===== src/rtl/prbs_pkg.sv =====
package prbs_pkg;

  localparam int STATE_W = 20;
  localparam int IDX_W   = $clog2(STATE_W + 1);

  typedef enum logic [2:0] {
    SEL_P7   = 3'b000,
    SEL_P11  = 3'b001,
    SEL_P15  = 3'b010,
    SEL_QRSS = 3'b011,
    SEL_RSV4 = 3'b100,
    SEL_RSV5 = 3'b101,
    SEL_RSV6 = 3'b110,
    SEL_P9   = 3'b111
  } pat_sel_e;

  typedef struct packed {
    logic             active;
    logic             qrss;
    logic [IDX_W-1:0] len;
    logic [IDX_W-1:0] tap;
  } poly_t;

  function automatic poly_t decode_sel(pat_sel_e s);
    poly_t p;
    p.active = 1'b1;
    p.qrss   = 1'b0;
    case (s)
      SEL_P7:   begin p.len = IDX_W'(7);  p.tap = IDX_W'(6);  end
      SEL_P9:   begin p.len = IDX_W'(9);  p.tap = IDX_W'(5);  end
      SEL_P11:  begin p.len = IDX_W'(11); p.tap = IDX_W'(9);  end
      SEL_P15:  begin p.len = IDX_W'(15); p.tap = IDX_W'(14); end
      SEL_QRSS: begin p.len = IDX_W'(20); p.tap = IDX_W'(17); p.qrss = 1'b1; end
      default:  begin p.len = IDX_W'(7);  p.tap = IDX_W'(6);  p.active = 1'b0; end
    endcase
    return p;
  endfunction

endpackage


===== src/rtl/prbs_edge_det.sv =====
module prbs_edge_det (
  input  logic clk,
  input  logic rst_n,
  input  logic level,
  output logic rise
);

  logic level_q;

  always_ff @(posedge clk or negedge rst_n) begin
    if (!rst_n) level_q <= 1'b0;
    else        level_q <= level;
  end

  assign rise = level & ~level_q;

  // a held-high control never produces two load pulses in a row
  assert_single_pulse_R3: assert property (@(posedge clk) disable iff (!rst_n)
    rise |=> !rise);

endmodule


===== src/rtl/prbs_lfsr_core.sv =====
module prbs_lfsr_core
  import prbs_pkg::*;
(
  input  logic  clk,
  input  logic  rst_n,
  input  logic  seed,
  input  logic  step,
  input  poly_t poly,
  output logic  fb_bit
);

  localparam logic [STATE_W-1:0] ONE = STATE_W'(1);

  logic [STATE_W-1:0] state_q;
  logic [STATE_W-1:0] mask;
  logic [IDX_W-1:0]   hi_idx;
  logic [IDX_W-1:0]   mid_idx;

  always_comb begin
    mask    = (ONE << poly.len) - ONE;
    hi_idx  = poly.len - IDX_W'(1);
    mid_idx = poly.tap - IDX_W'(1);
    fb_bit  = state_q[hi_idx] ^ state_q[mid_idx];
  end

  always_ff @(posedge clk or negedge rst_n) begin
    if (!rst_n)    state_q <= '1;
    else if (seed) state_q <= '1;
    else if (step) state_q <= ((state_q << 1) | {{(STATE_W-1){1'b0}}, fb_bit}) & mask;
  end

  // without a step or a seed the register holds
  assert_hold_idle_R5: assert property (@(posedge clk) disable iff (!rst_n)
    (!step && !seed) |=> $stable(state_q));

  // the active part of the register never reaches all zeros
  assert_never_zero_R9: assert property (@(posedge clk) disable iff (!rst_n)
    (state_q & mask) != '0);

endmodule


===== src/rtl/prbs_zero_limit.sv =====
module prbs_zero_limit #(
  parameter int ZERO_LIMIT = 14
) (
  input  logic clk,
  input  logic rst_n,
  input  logic clr,
  input  logic step,
  input  logic qrss_en,
  input  logic raw_bit,
  output logic bit_out
);

  localparam int RUN_W = $clog2(ZERO_LIMIT + 1);

  logic [RUN_W-1:0] run_q;
  logic             at_limit;

  assign at_limit = (run_q == RUN_W'(ZERO_LIMIT));
  assign bit_out  = raw_bit | (qrss_en & at_limit);

  always_ff @(posedge clk or negedge rst_n) begin
    if (!rst_n)        run_q <= '0;
    else if (clr)      run_q <= '0;
    else if (step) begin
      if (bit_out)        run_q <= '0;
      else if (!at_limit) run_q <= run_q + RUN_W'(1);
    end
  end

  // once the limit is reached, the next bit taken in QRSS mode ends the run
  assert_run_break_R2: assert property (@(posedge clk) disable iff (!rst_n)
    (qrss_en && step && !clr && at_limit) |=> (run_q == '0));

  // the run counter never passes the limit
  assert_run_bound_R2: assert property (@(posedge clk) disable iff (!rst_n)
    run_q <= RUN_W'(ZERO_LIMIT));

endmodule


===== src/rtl/prbs_pattern_gen.sv =====
module prbs_pattern_gen
  import prbs_pkg::*;
#(
  parameter int ZERO_LIMIT = 14
) (
  input  logic       clk,
  input  logic       rst_n,
  input  logic       bit_en,
  input  logic       load_req,
  input  logic [2:0] pat_sel,
  input  logic       inv_en,
  output logic       dout
);

  pat_sel_e mode_q;
  poly_t    poly;
  logic     load_rise;
  logic     take;
  logic     fb_bit;
  logic     lim_bit;
  logic     pat_bit;

  prbs_edge_det u_edge (
    .clk   (clk),
    .rst_n (rst_n),
    .level (load_req),
    .rise  (load_rise)
  );

  always_ff @(posedge clk or negedge rst_n) begin
    if (!rst_n)         mode_q <= SEL_P7;
    else if (load_rise) mode_q <= pat_sel_e'(pat_sel);
  end

  assign poly = decode_sel(mode_q);
  assign take = bit_en & poly.active & ~load_rise;

  prbs_lfsr_core u_core (
    .clk    (clk),
    .rst_n  (rst_n),
    .seed   (load_rise),
    .step   (take),
    .poly   (poly),
    .fb_bit (fb_bit)
  );

  prbs_zero_limit #(.ZERO_LIMIT(ZERO_LIMIT)) u_limit (
    .clk     (clk),
    .rst_n   (rst_n),
    .clr     (load_rise),
    .step    (take),
    .qrss_en (poly.qrss),
    .raw_bit (fb_bit),
    .bit_out (lim_bit)
  );

  assign pat_bit = poly.active ? lim_bit : 1'b1;
  assign dout    = pat_bit ^ inv_en;

  // a reserved mode with no load edge keeps the pattern bit at one in the next cycle
  assert_reserved_idle_R6: assert property (@(posedge clk) disable iff (!rst_n)
    (!poly.active && !load_rise) |=> ((dout ^ inv_en) == 1'b1));

  // the first pseudorandom bit after a load is zero
  assert_first_bit_R4: assert property (@(posedge clk) disable iff (!rst_n)
    (load_rise && (pat_sel_e'(pat_sel) inside {SEL_P7, SEL_P9, SEL_P11, SEL_P15, SEL_QRSS}))
    |=> ((dout ^ inv_en) == 1'b0));

endmodule


===== config.mk =====
export PLATFORM = sky130hd
export DESIGN_NAME = prbs_pattern_gen
export DESIGN_NICKNAME = d
export VERILOG_FILES = /design/src/rtl/prbs_pkg.sv /design/src/rtl/prbs_edge_det.sv /design/src/rtl/prbs_lfsr_core.sv /design/src/rtl/prbs_zero_limit.sv /design/src/rtl/prbs_pattern_gen.sv
export SDC_FILE = /design/constraint.sdc
export NUM_CORES = 1
export LEC_CHECK = 0
export BUFFER_PORTS_ARGS = -buffer_cell sky130_fd_sc_hd__buf_2
export CORE_MARGIN = 10
export CORE_UTILIZATION = 52
export CTS_CLUSTER_DIAMETER = 150
export DETAILED_ROUTE_END_ITERATION = 8
export GPL_TIMING_DRIVEN = 0
export PLACE_DENSITY = 0.69
export SETUP_SLACK_MARGIN = 0.15
export SLEW_MARGIN = 20
export SYNTH_ARGS = -nofsm -noshare
export SYNTH_HDL_FRONTEND = slang
export SYNTH_SLANG_ARGS = --single-unit

===== constraint.sdc =====
create_clock -name clk -period 3.45 [get_ports clk]
set_clock_uncertainty 0.05 [all_clocks]
set_input_delay 0.345 -clock clk [delete_from_list [all_inputs] [get_ports clk]]
set_output_delay 0.345 -clock clk [all_outputs]
set_load 0.01 [all_outputs]

==> results of run 1 <==
-- worst paths after layout --
| check | from | cells after the start | slack, ns | to |
|---|---|---|---|---|
| worst max-delay path | mode_q[2] | 14 | 0.23 | dout |
| worst min-delay path | rst_n | 1 | 0.02 | mode_q[0] |
| worst max register to register | mode_q[1] | 13 | 0.36 | u_limit.run_q[0] |
| worst min register to register | u_core.state_q[3] | 2 | 0.44 | u_core.state_q[4] |
| max in group asynchronous | rst_n | 1 | 2.90 | mode_q[1] |
| min in group clk | load_req | 1 | 0.14 | u_edge.level_q |
-- sequential cells by signal, indices dropped and copies added (netlist names) --
name	cells
mode_q	3
u_core.state_q	20
u_edge.level_q	1
u_limit.run_q	4
-- report_power, final --
part / internal, mW / total [mW] / leakage [nW] / switching [mW]
Clock: 0.0830 / 0.186 / 0.0228 / 0.103
Sequential: 0.422 / 0.491 / 0.313 / 0.0685
Combinational: 0.328 / 0.680 / 0.790 / 0.351
-- layout by cell type (no fill, tap or decap), drive strengths merged, types with 6 or more instances in the layout --
master   n
o21ai   16
nand2b  15
buf     37
o211ai  11
dfrtp    8
a21oi   16
nand2   53
nor2    15
mux2i   10
clkbuf  11
a211oi   6
ha       9
dfstp   20
nand3   22
-- final cells by class --
type | instances | area [um2]
sequential | 28 | 727
timing repair buffer | 28 | 190
fill | 349 | 1450
multi-input combinational | 219 | 1470
tap | 50 | 62.6
clock buffer | 4 | 45.0
buffer | 16 | 115
inverter | 5 | 23.8
-- kinds of logic after synthesis --
logic type	count (synthesis)	synth area share
xor+xnor	4	0.0157
flops	28	0.325
mux	10	0.0448
compound gates	64	0.202
other cells	1	0.00168
fa+ha+maj	9	0.0504
buf+inv	21	0.0482
simple gates	130	0.313
-- repair_timing --
action	in CTS	in global routing
buffers inserted	4	16
endpoints found under the setup margin	1	1
pin swaps	3	13
resized for setup	14	14
-- metal layers --
metal,routed length (um),global-route usage
met1,2630,0.209
met2,2520,0.241
met3,496,0.0293
met4,51,0.0404
met5,0,0
==> metrics.md, run 1 <==
| Metric | Value |
|---|---|
| Number of global-route vias before repair | ~1900 |
| Share of the synthesized area in the top cell type | 0.235 |
| WS Path Type | flop to output pin |
| Rows | 23 |
| Register area share after synthesis | 0.325 |
| Core area | 0.00409 mm2 |
| Buf/Inv on CP | 4 |
| Finished Layout Cells | 350 |
| Die height | 85.5 um |
| Arr. time, crit path | 2.83 ns |
| Crit path max-delay family | compound AO/OA/AOI/OAI gates |
| Tot GR Track Use | 0.153 |
| Synthesis-to-finish area growth | 17.9% |
| Synth Register Bits | 28 |
| Ranking of synthesized cells by area | dfstp_2 (24%), dfrtp_1 (9.0%), nand2_1 (8.7%), ha_1 (5.0%), nand3_1 (4.7%) |
| Largest net degree at the start of global routing | 29 |
| Final min period | 3.22 ns |
| DP HPWL | 3900 um |
| Leak | 1.13 nW |
| Synth warn | 0 |
| Post-synth top cells | nand2_1 (52), nand3_1 (21), dfstp_2 (20) |
| RSZ-0062 raised after global routing | yes |
| Final worst path period share | 0.934 |
| Max Fanout on Critical Path | 9 |
| Post-DR wirelength/cell | 16.3 um |
| Port Buffers | 8 |
| H-Tree Depth | 1 |
| Final TNS setup | 0 ns |
| Drt total wl | between 5000 and 6000 um |
| Vias | roughly 2000 |
| Synth Area per Inst | 8.36 um2 |
| Most common cell in the netlist | nand2_1 |
| Share of post-route cells with drive strength above 1 | 0.290 |
| Final WS setup | 0.228 ns |
| CTS root buf | clkbuf_8 |
| Utilization after layout | 0.644 |
| Clk buf depth | 2 |
| Placed Cells | between 300 and 400 |
| Number of remaining DRC errors | 0 |
| Asr flop ratio synth | 1.00 |
| Worst Tran Pin Value | approximately 0.6 ns |
| Vias/cell | 5.85 |
| CP max stage cell | dfrtp_1 |
| CTS Buf Count | 3 |
| Critical Path RT | 3.05 ns |
| Grt total ovfl | 0 |
| Synthesized area | 0.00223 mm2 |
| Die area | 0.00732 mm2 |
| Cell variety after synth | 57 |
| Yosys top cell by area | dfstp_2 |
| DR pass1 iterations | 4 |
| Slew Viols, Final | 0 |
| Iter 0 DRT Violations | around 170 |
| Tot Pwr | between 1 and 1.5 mW |
| Worst skew pair latency | 0.28 ns |
| Antenna violation net count after detailed routing | 0 |
| Nets | 318 |
| DP Worst Slack | 0.0463 ns |
| Type of the most critical hold path | input pin to asynchronous set/reset pin |
| TritonCTS clock tree | built |
| Dpl cell area | 0.00234 mm2 |
| Critical path cell sequence | buf_6 > and2b_4 > nor2_8 > inv_4 > ha_4 > buf_8 > nand2b_1 > a22oi_1 > o21ai_1 > a21oi_2 > nor2_4 > mux2i_2 > xor2_1 > buf_2 |
| Hold buffer count at cts | 0 |
| First-pass GRT wire length | 9360 um |
| Fin area | about 0.0026 mm2 |
| Setup-failing EPs final | 0 |
| Initial antenna violation count | 0 |
| Setup crit start kind | flop |
| Rel. slew slack | 0.588 |
| WHS | 0.0182 ns |
| PD cells | 515 mW/mm2 |
| Final Wtd Congestion | 0.897 |
| Initial Util | 0.547 |
| Final hold vios | 0 |
| Worst VDD drop | 0.230 mV |
| Most used DFF post-synth | dfstp_2 |
| Die X | 85.5 um |
| CP max stage delay | 0.40 ns |
| Fmax | 310 MHz |
| Post-synth EDFFs | 0 |
| Clock Sink Count | 28 |
| # diodes | 0 |
| Worst-path clk slew | 0.09 ns |
| Maxcap violations | 0 |
| Status | completed |
| I/O pin count | 9 |
| Mapped Cells | 267 |
| Critical Path End Type | output pin |
No activity file was read; power rests on OpenSTA's default activity.
==> inputs of run 2 (changes only) <==
- SKIP_CTS_REPAIR_TIMING: unset -> 1
- SYNTH_HIERARCHICAL: unset -> 1
==> metrics.md, run 2 <==
| Metric | Value |
|---|---|
| Status | finished, violations left |
| Failing checks | negative setup slack |
| First-pass GRT wire length | 10800 um |
| Synth Area in Compound Gates | 0.226 |
| I/O pin count | 9 |
| Worst Tran Pin Value | 0.635 ns |
| Max Fanout on Critical Path | 5 |
| RSZ-0062 raised after global routing | yes |
| Final Wtd Congestion | around 0.93 |
| Worst-path clk slew | 0.10 ns |
| Synth Register Bits | 28 |
| Synth Area per Inst | 8.76 um2 |
| PD cells | approximately 600 mW/mm2 |
| Register area share after synthesis | 0.278 |
| Clk buf depth | 2 |
| Worst VDD drop | 0.331 mV |
| XOR/XNOR share of the synthesized area | 0.0570 |
| Mapped Cells | around 300 |
| Rows | 25 |
| Initial antenna violation count | 0 |
| Final min period | 3.66 ns |
| Arr. time, crit path | 3.27 ns |
| Iter 0 DRT Violations | between 200 and 250 |
| Switching Share | 0.414 |
| Int Pwr | around 1.1 mW |
| CTS root buf | clkbuf_8 |
| WS Path Type | flop to output pin |
| Final WS setup | -0.210 ns |
| Tot GR Track Use | 0.157 |
| Die area | 0.00826 mm2 |
| Switching pwr | 0.758 mW |
| Antenna violation net count after detailed routing | 0 |
| Nets | about 340 |
| WHS | ~0.021 ns |
| Die height | ~91 um |
| Setup-failing EPs final | 1 |
| Asr flop ratio synth | 1.00 |
| Utilization after layout | 0.636 |
| Post-DR wirelength/cell | 17.7 um |
| Placed Cells | 373 |
| Rel. slew slack | 0.577 |
| Final worst path period share | 1.06 |
| Top reg by flops | u_core/state_q |
| Grt total ovfl | 0 |
| Setup crit start kind | flop |
| Vias | 2359 |
| Share of post-route cells with drive strength above 1 | 0.324 |
| Finished Layout Cells | 391 |
| Most used DFF post-synth | dfstp_2 |
| Simple-Gate Fraction of Synth Area | 0.228 |
| Largest registers | u_core/state_q: 20 flops, u_limit/run_q: 4 flops, mode_q: 3 flops |
| Post-Synth Adder-Cell Area | 0.0431 |
| Most frequent cells in the layout | nand2_1 (31), a21oi_1 (21), o21ai_0 (20), dfstp_2 (20), nor2_1 (16) |
| Cell variety after synth | 60 |
| DR pass1 iterations | 5 |
| Share of the synthesized area in the top cell type | 0.201 |
| Comb power frac | 0.603 |
| Drt total wl | 6910 um |
| Number of remaining DRC errors | 0 |
| Worst skew pair latency | 0.28 ns |
| Number of global-route vias before repair | around 2100 |
| Max reg flops | 20 |
| Critical Path End Type | output pin |
| Ranking of synthesized cells by area | dfstp_2 (20%), dfrtp_1 (7.7%), mux4_2 (6.0%), nand2_1 (4.6%), ha_1 (4.3%) |
| R2R Path End | u_limit/run_q[0] |
| Post-Syn Nets | 315 |
| Port Buffers | 8 |
| H-Tree Depth | 1 |
| Proportion of power drawn by the clock network | 0.102 |
| # diodes | 0 |
| Core area | 0.00479 mm2 |
| Leak | approximately 1.2 nW |
| Synth warn | 6 |
| TritonCTS clock tree | built |
| Synthesized area | 0.00261 mm2 |
| Largest net degree at the start of global routing | 29 |
| Initial Util | 0.546 |
| Worst reg-to-reg path cell count | 14 |
| Type of the most critical hold path | input pin to asynchronous set/reset pin |
| Commonest non-fill, non-tap cell in the layout | nand2_1 |
| Critical Path RT | 3.05 ns |
| Die X | 90.9 um |
| Clock Sink Count | 28 |
| Post-synth top cells | nand2_1 (32), a21oi_1 (21), dfstp_2 (20), o21ai_0 (20), nor2_1 (18) |
| Critical R2R Launch | mode_q[2] |
| Most common cell in the netlist | nand2_1 |
| Maxcap violations | 0 |
| Post-synth EDFFs | 0 |
| Slew Viols, Final | 0 |
| CTS Buf Count | 3 |
| Mux contribution to synthesized area | 0.112 |
| Main combinational cell family by area after synthesis | simple AND/OR/NAND/NOR gates |
| Yosys top cell by area | dfstp_2 |
| DP HPWL | 4950 um |
| Synthesis-to-finish area growth | 16.5% |
| Fmax | 273 MHz |
| Flop pwr share | 0.295 |
| Reg2Reg Setup Slack | 0.03 ns |
| Final hold vios | 0 |
| Tot Pwr | 1.83 mW |
| Vias/cell | about 6.0 |
==> run 2: cell count changes after synthesis, sizes merged, moves of 6 or more <==
cell,change
nand2,-21
nand3,-11
inv,+8
mux4,+8
o211ai,-7
xnor2,+7
mux2,+6
mux2i,-6
xor2,+6
==> run 2: stage by stage <==
| stage | instance area (um2) | setup TNS [ns] | worst slack (ns) |
|---|---|---|---|
| 6_report | 3040 | -0.210 | -0.210 |
| 2_1_floorplan | 2650 | 0 | 0.151 |
| 3_3_place_gp | 2780 | -0.213 | -0.213 |
| 4_1_cts | 2820 | -0.577 | -0.577 |
| 5_1_grt | 3040 | -0.427 | -0.342 |
| 3_5_place_dp | 2780 | -0.240 | -0.240 |
==> run 2: cell families after synthesis <==
group                    Yosys count
AND/OR/NAND/NOR                  113
AO/OA/AOI/OAI                     79
buffers and inverters             34
flip-flops                        28
multiplexers                      18
XOR/XNOR                          17
adder cells (fa/ha/maj)            9
==> run 2: how the worst max path moves through the flow <==
stage | from | endpoint | cells past startpoint
floorplan | mode_q[2] | dout | 13
global placement | mode_q[2] | dout | 13
detailed placement | mode_q[2] | dout | 14
CTS | mode_q[2] | dout | 14
global route | mode_q[2] | dout | 14
finish | mode_q[2] | dout | 14
==> run 2: final cells by class <==
| class | count | area (um2) |
|---|---|---|
| sequential | 28 | 727 |
| inverter | 13 | 53.8 |
| clock buffer | 4 | 45.0 |
| buffer | 21 | 130 |
| timing repair buffer | 22 | 149 |
| multi-input combinational | 236 | 1850 |
| tap | 67 | 83.8 |
| fill | 396 | 1740 |
==> run 2: routing by layer <==
layer / track usage / share of wire / up-vias
met5: 0 / 0 / -
met4: 0.0444 / 0.026 / 0
met3: 0.0233 / 0.051 / 15
met2: 0.260 / 0.49 / 82
met1: 0.206 / 0.44 / 1130
li1: - / - / 1132
==> run 2: power groups by stage <==
stage / combinational [mW] / clock, mW / sequential, mW
detailed placement: 0.896 / 0 / 0.539
floorplan: 0.714 / 0 / 0.508
global placement: 0.888 / 0 / 0.534
CTS: 0.901 / 0.197 / 0.533
global route: 1.19 / 0.203 / 0.552
finish: 1.10 / 0.188 / 0.539
==> run 2: worst max-delay path, stage by stage, from the launching register on <==
cell and delay [ns]:
dfrtp_2 0.45, buf_6 0.13, nand2b_4 0.06, and2_4 0.13, buf_6 0.11, inv_4 0.03, ha_4 0.29, mux4_2 0.51
nor3b_2 0.18, o32ai_2 0.34, xor2_2 0.18, nand2b_4 0.15, nor2_2 0.05, a221oi_2 0.20, buf_2 0.17
